<file path="src/rtl/cfgb_pkg.sv">
package cfgb_pkg;
  localparam int HALF_W = 16;
  localparam int WORD_W = 2 * HALF_W;
endpackage

</file>
<file path="src/rtl/cfgb_wb_port.sv">
module cfgb_wb_port (
  input  logic clk,
  input  logic rst_n,
  input  logic cyc,
  input  logic stb,
  output logic ack,
  output logic take
);
  // accept one request per ack; held requests get every other clock
  assign take = cyc & stb & ~ack;

  always_ff @(posedge clk or negedge rst_n) begin
    if (!rst_n) ack <= 1'b0;
    else        ack <= take;
  end

  AST_ACK_SINGLE: assert property (@(posedge clk) disable iff (!rst_n)
    ack |=> !ack);
  AST_ACK_HAS_REQ: assert property (@(posedge clk) disable iff (!rst_n)
    ack |-> $past(cyc && stb));
endmodule

</file>
<file path="src/rtl/cfgb_decode.sv">
module cfgb_decode #(
  parameter int ADR_W = 8
) (
  input  logic             take,
  input  logic             we,
  input  logic [ADR_W-1:1] adr,
  output logic             wr_lo,
  output logic             wr_hi,
  output logic [ADR_W-3:0] idx
);
  assign wr_lo = take & we & ~adr[1];
  assign wr_hi = take & we &  adr[1];
  assign idx   = adr[ADR_W-1:2];
endmodule

</file>
<file path="src/rtl/cfgb_half_join.sv">
module cfgb_half_join #(
  parameter int IDX_W = 6,
  parameter int OUT_W = 8
) (
  input  logic                       clk,
  input  logic                       rst_n,
  input  logic                       wr_lo,
  input  logic                       wr_hi,
  input  logic [cfgb_pkg::HALF_W-1:0] din,
  input  logic [IDX_W-1:0]           idx,
  output logic                       strobe,
  output logic [OUT_W-1:0]           addr,
  output logic [cfgb_pkg::WORD_W-1:0] data
);
  localparam int PAD_W = OUT_W - IDX_W;

  logic [cfgb_pkg::HALF_W-1:0] low_q;

  always_ff @(posedge clk or negedge rst_n) begin
    if (!rst_n) low_q <= '0;
    else if (wr_lo) low_q <= din;
  end

  always_ff @(posedge clk or negedge rst_n) begin
    if (!rst_n) begin
      strobe <= 1'b0;
      addr   <= '0;
      data   <= '0;
    end else begin
      strobe <= wr_hi;
      if (wr_hi) begin
        addr <= {{PAD_W{1'b0}}, idx};
        data <= {din, low_q};
      end
    end
  end

  AST_STROBE_PULSE: assert property (@(posedge clk) disable iff (!rst_n)
    strobe |=> !strobe);
  AST_LO_NO_STROBE: assert property (@(posedge clk) disable iff (!rst_n)
    wr_lo |=> !strobe);
endmodule

</file>
<file path="src/rtl/cfg_word_bridge.sv">
module cfg_word_bridge #(
  parameter int ADR_W = 8,
  parameter int OUT_W = 8
) (
  input  logic                        clk,
  input  logic                        rst_n,
  input  logic                        wb_cyc,
  input  logic                        wb_stb,
  input  logic                        wb_we,
  input  logic [ADR_W-1:1]            wb_adr,
  input  logic [cfgb_pkg::HALF_W-1:0] wb_dat_i,
  output logic [cfgb_pkg::HALF_W-1:0] wb_dat_o,
  output logic                        wb_ack,
  output logic                        cfg_wr,
  output logic [OUT_W-1:0]            cfg_addr,
  output logic [cfgb_pkg::WORD_W-1:0] cfg_data
);
  localparam int IDX_W = ADR_W - 2;

  logic             take, wr_lo, wr_hi;
  logic [IDX_W-1:0] idx;

  assign wb_dat_o = '0;

  cfgb_wb_port u_port (
    .clk(clk), .rst_n(rst_n), .cyc(wb_cyc), .stb(wb_stb),
    .ack(wb_ack), .take(take)
  );

  cfgb_decode #(.ADR_W(ADR_W)) u_dec (
    .take(take), .we(wb_we), .adr(wb_adr),
    .wr_lo(wr_lo), .wr_hi(wr_hi), .idx(idx)
  );

  cfgb_half_join #(.IDX_W(IDX_W), .OUT_W(OUT_W)) u_join (
    .clk(clk), .rst_n(rst_n), .wr_lo(wr_lo), .wr_hi(wr_hi),
    .din(wb_dat_i), .idx(idx),
    .strobe(cfg_wr), .addr(cfg_addr), .data(cfg_data)
  );

  AST_STROBE_ON_ACK: assert property (@(posedge clk) disable iff (!rst_n)
    cfg_wr |-> wb_ack);
  AST_READ_NO_STROBE: assert property (@(posedge clk) disable iff (!rst_n)
    (wb_ack && !$past(wb_we)) |-> !cfg_wr);
endmodule

</file>
<file path="config.mk">
export PLATFORM = sky130hd
export DESIGN_NAME = cfg_word_bridge
export DESIGN_NICKNAME = d
export VERILOG_FILES = /design/src/rtl/cfgb_pkg.sv /design/src/rtl/cfgb_wb_port.sv /design/src/rtl/cfgb_decode.sv /design/src/rtl/cfgb_half_join.sv /design/src/rtl/cfg_word_bridge.sv
export SDC_FILE = /design/constraint.sdc
export NUM_CORES = 1
export LEC_CHECK = 0
export BUFFER_PORTS_ARGS = -buffer_cell sky130_fd_sc_hd__buf_2
export CORE_UTILIZATION = 40
export CTS_CLUSTER_SIZE = 16
export DETAILED_ROUTE_END_ITERATION = 12
export GPL_ROUTABILITY_DRIVEN = 0
export PLACE_DENSITY = 0.67
export SETUP_SLACK_MARGIN = 0.2
export SLEW_MARGIN = 5
export SYNTH_ARGS = -nofsm -noshare
export SYNTH_HDL_FRONTEND = slang
export SYNTH_SLANG_ARGS = --single-unit
</file>
<file path="constraint.sdc">
create_clock -name clk -period 3.03 [get_ports clk]
set_clock_uncertainty 0.1 [all_clocks]
set_input_delay 0.303 -clock clk [delete_from_list [all_inputs] [get_ports clk]]
set_output_delay 0.303 -clock clk [all_outputs]
set_load 0.03 [all_outputs]
</file>
-- Yosys cells after proc, flatten, opt, wreduce, memory -nomap -nowiden
Index checks and enable logic that the tools add are counted.
- flip-flop bits (word level): 56
- latch bits: 0
- bits in writable memories: 0
- bits in read-only memories: 0
- input bits: 28
- output and inout port bits: 58
- logic and storage cells: 12
- memories: 0
- add/sub/neg operators: 0
- multiply operators: 0
- div/mod/pow operators: 0
- $lt $le $gt $ge: 0
- equal/unequal tests: 0
- shift-type cells: 0
- mux-type cells: 0
- bitwise gates (word level): 7
- reductions and logical operators: 0
- operators with widths (kind ; number):
    $and A1 B1 Y1 ; 5
    $not A1 Y1 ; 2

-- Depth between registers and ports, before layout
- depth after elaboration: 4
- gate-level depth with buffers: 5
- gate-level depth less buffers: 3

-- By module
From an unflattened synthesis, not the netlist that was laid out.
- cell total of the unflattened synthesis: 145
- area, all modules: 2358.5 um^2
- by module, submodules not included (module ; times used ; cells each ; area an instance (um^2) ; seq. area each (um^2)):
    cfgb_half_join ; 1 ; 118 ; 2139.6 ; 1376.3
    cfg_word_bridge ; 1 ; 17 ; 123.9 ; 0.0
    cfgb_decode ; 1 ; 8 ; 61.3 ; 0.0
    cfgb_wb_port ; 1 ; 2 ; 33.8 ; 25.0

-- Worst setup path after synthesis
No wires, ideal clock.
- path kind: reg-to-reg
- start point: register u_port.ack
- end point: register u_join.low_q[10] (netlist name)
- library setup time: 125 ps
- arrival time: 1490 ps
- data required time: 2805 ps
- setup slack: 1315 ps
- cell stages (with the launch flop): 6
- path buffers: 2
- clock period less this slack: 1715 ps
- cell sequence: dfrtp_1 and4b_1 nor2b_4 buf_6 buf_6 mux2_4
- cells in the longest elaborated chain, start to end: 4
- RTL lines (item ; RTL line ; text):
    start: declaration ; cfgb_wb_port.sv:6 ; output logic ack,
    start signal: assignment ; cfgb_wb_port.sv:14 ; else ack <= take;
    $not A1 Y1 ; cfgb_wb_port.sv:10 ; assign take = cyc & stb & ~ack;
    $and A1 B1 Y1 ; cfgb_wb_port.sv:10 ;
    $and A1 B1 Y1 (2 in series) ; cfgb_decode.sv:11 ; assign wr_lo = take & we & ~adr[1];
    end signal: assignment ; cfgb_half_join.sv:21 ; else if (wr_lo) low_q <= din;
    end: declaration ; cfgb_half_join.sv:17 ; logic [cfgb_pkg::HALF_W-1:0] low_q;
Every way passes these cells.
A chain may end at the register's enable or synchronous reset.

-- Worst setup path after layout
- start point: register u_port.ack
- end point: register u_join.data[20] (netlist name)
- cells in the longest elaborated chain, start to end: 4
- RTL lines (item ; RTL line ; text):
    $not A1 Y1 ; cfgb_wb_port.sv:10 ;
    $and A1 B1 Y1 ; cfgb_wb_port.sv:10 ;
    $and A1 B1 Y1 (2 in series) ; cfgb_decode.sv:12 ; assign wr_hi = take & we & adr[1];
    end signal: assignment ; cfgb_half_join.sv:33 ; data <= {din, low_q};
    end: declaration ; cfgb_half_join.sv:13 ; output logic [cfgb_pkg::WORD_W-1:0] data
Every way passes these cells.

==> results by stage <==
Drt:
- Across all layers, the routed design uses around 1,300 vias.
- The number of vias per cell after detailed routing is ~4.5.
- The antenna violation net count after detailed routing is 0.
- The number of DRC violations after detailed-routing iteration 0 is 43.
- Summed over all layers, the routed wires come to 3.77 mm.
- The first-pass iteration count of the detailed router is 3.
- In the routed design, unresolved DRC markers number 0.
- In the final routed layout, each cell accounts on average for around 13 microns.

Power:
- Dividing total power by cell area gives a power density of 845 nW/um^2.
- The standby leakage power is approximately 1.4 nW.
- VDD sags by at most between 0.3 and 0.4 mV.
- The total chip power is around 2.3 mW.

Setup path:
- The worst setup path is captured at a flop.
- STA classifies the critical path startpoint as a flop.
- At the worst endpoint, the arrival time is 2.08 ns.
- The worst register-to-register path has a depth of 3.
- By startpoint and endpoint, the worst setup path is classified as reg -> reg.
- In this run the critical register-to-register path is launched from u_port.ack.
- The critical path data required time is 3.12 ns.
- In this run the worst path has a maximum fanout of 39.
- The reg-to-reg critical path endpoint is u_join.data[20].
- Across all register-to-register paths, the minimum setup slack is 1.04 ns.

Clocking:
- The later pin in the worst-skew pair is clocked with a latency of ~0.30 ns.
- The post-cts sizing count is 0.
- The H-tree depth is 2.
- No sink is reached through more buffers than the 2 on the longest clock path.
- The number of clock sinks is 56.
- The number of clock buffers added by TritonCTS is 5.
- TritonCTS built the clock tree.
- The root buffer selected by CTS is clkbuf_8.
- After clock tree synthesis, the clock-pin slew on the worst setup and hold paths is approximately 0.09 ns.

Synthesis:
- During synthesis, Yosys emitted a total of 0 warnings.
- The register bit count reported by yosys is 56.
- The cell area that synthesis handed to floorplanning was approximately 2300 sq um.
- Summed over all instances, the cell type with the most area after synthesis is dfrtp_1.
- The flip-flop cell with the highest count after synthesis is dfrtp_1.
- The cell with the most instances after synthesis is dfrtp_1.
- By area the synthesized netlist is led by dfrtp_1 61%, mux2_2 17%, mux2_4 12%.
- The area fraction of the dominant cell type after synthesis is 0.606.
- The commonest cells after synthesis are 56 x dfrtp_1, 35 x mux2_2, 19 x mux2_4.
- The share of the Yosys chip area taken by registers is 0.606.
- The average instance area after synthesis is 16.4 sq um.
- The synthesized instance count is approximately 140.
- Counting flops with an async set or reset pin after synthesis yields a share of 1.00.
- Synthesis instantiated 12 different standard cells from the library.
- The number of enable flip-flop cells after synthesis is 0.

Timing:
- In this run the tightest slew margin relative to its limit is 0.337.
- The period utilization is 0.657.
- After layout, the minimum clock period comes to approximately 2.0 ns.
- Setup repair after global routing left no endpoint under its margin.
- The count of final hold-check violations is 0.
- The transition at the pin with the smallest max-transition slack is 0.991 ns.
- The total setup violations reported at the end of the flow is 0.
- The setup TNS after final layout is 0 ns.
- The max-slew violation count was 0.
- The fmax is around 0.5 GHz.

Floorplanning:
- The number of primary I/O pins is 86.
- The x dimension of the die is between 70 and 80 microns.
- The number of rows in the core area is 27.
- The floorplan step defined a die boundary enclosing 6090 sq um.
- The die is approximately 78 microns tall.
- The starting utilization of the core area is 0.418.
- The region available for standard cell placement spans between 5000 and 6000 sq um.

Worst hold path:
- The class of the tightest hold or removal check is in -> reg.
- The number of cells traversed by the worst hold path is 3.
- The startpoint of the worst hold path is wb_stb.
- The sink of the worst hold path is u_port.ack.

Global route:
- The combined global-route utilization of all metal layers is 0.135.
- Entering global routing, the biggest net connects 40 pins.
- The number of global-route vias before repair is ~1,300.
- The number of antenna violations at the first check in global routing came to 0.
- The global route total overflow is 0.
- The wire length of the first global-routing pass is 6.29 mm.

Cells and area:
- The number of antenna diodes in the final layout is 0.
- In the final design database the tool counted 239 nets.
- From synthesis to final layout, the design area changed by 18.9%.
- In the final layout, the share of cells above drive strength 1 is 0.627.
- The final cell count without fillers is roughly 280.

Status:
- The run finished with clean final reports.

Place:
- The count of placed standard cells including taps is 275.
- The number of I/O port buffers is 67.
- After legalization and detailed placement, the total HPWL measured 2.58 mm.

Job:
- Across the run, the number of max-cap violations was 0.
==> per-layer routing <==
metal / global-route usage / part of all wire
met3: 0.0453 / 0.059
met5: 0 / 0
met2: 0.213 / 0.47
met4: 0.0500 / 0.015
met1: 0.174 / 0.46
==> how the worst max path moves through the flow <==
stage,startpoint,endpoint,cells past startpoint
after global routing,u_port.ack,u_join.data[9],3
after detailed placement,wb_cyc,u_join.data[1],4
after floorplan,u_port.ack,u_join.low_q[10],5
after CTS,u_port.ack,u_join.data[20],3
after global placement,wb_cyc,u_join.data[12],4
final,u_port.ack,u_join.data[20],3
==> through the flow <==
| step | setup WS, ns | instance area, sq um | util | hold WS (ns) |
|---|---|---|---|---|
| 4_1_cts | 0.989 | 2750 | 0.497 | 0.100 |
| 3_5_place_dp | 0.978 | 2630 | 0.475 | 0.116 |
| 6_report | 1.04 | 2750 | 0.497 | 0.114 |
| 2_1_floorplan | 1.32 | 2380 | - | -0.0926 |
| 5_1_grt | 0.880 | 2750 | 0.497 | 0.102 |
| 3_3_place_gp | 0.996 | 2630 | 0.475 | 0.122 |
==> final cells by class <==
class | instances | area, sq um
Timing Repair Buffer | 70 | 360
Sequential cell | 56 | 1400
Inverter | 1 | 3.75
Tap cell | 72 | 90.1
Multi-Input combinational cell | 77 | 785
Fill cell | 516 | 2790
Clock inverter | 3 | 42.5
Clock buffer | 5 | 68.8
==> state kept, by name, indices dropped and copies added (netlist names) <==
signal	cells
u_join.addr	6
u_port.ack	1
u_join.data	32
u_join.strobe	1
u_join.low_q	16
==> cell usage in the layout (no fill, tap or decap), types with 2 or more instances in the layout <==
cell type / count
conb_1: 18
buf_4: 2
clkbuf_8: 5
dfrtp_1: 56
mux2_2: 35
buf_2: 67
mux2_4: 19
==> cell families after synthesis <==
logic type | after synthesis | synth area share
flops | 56 | 0.606
mux | 54 | 0.294
buf+inv | 25 | 0.0838
simple gates | 5 | 0.0151
other cells | 1 | 0.00162
==> timing repair <==
item                                    CTS  global route
buffers inserted                          0             0
endpoints found under the setup margin    0             0
hold buffers                              1             0
endpoints found under the hold margin    12             0
==> where the power goes <==
part | switching (mW) | internal, mW
Combinational | 0.482 | 0.306
Clock | 0.239 | 0.245
Sequential | 0.102 | 0.951
==> worst max-delay path: stages, from the launching register on <==
cell,delay (ns)
dfrtp_1,0.40
and4b_1,0.29
nand2_2,0.57
mux2_4,0.51
(Power assumes the default switching activity.)
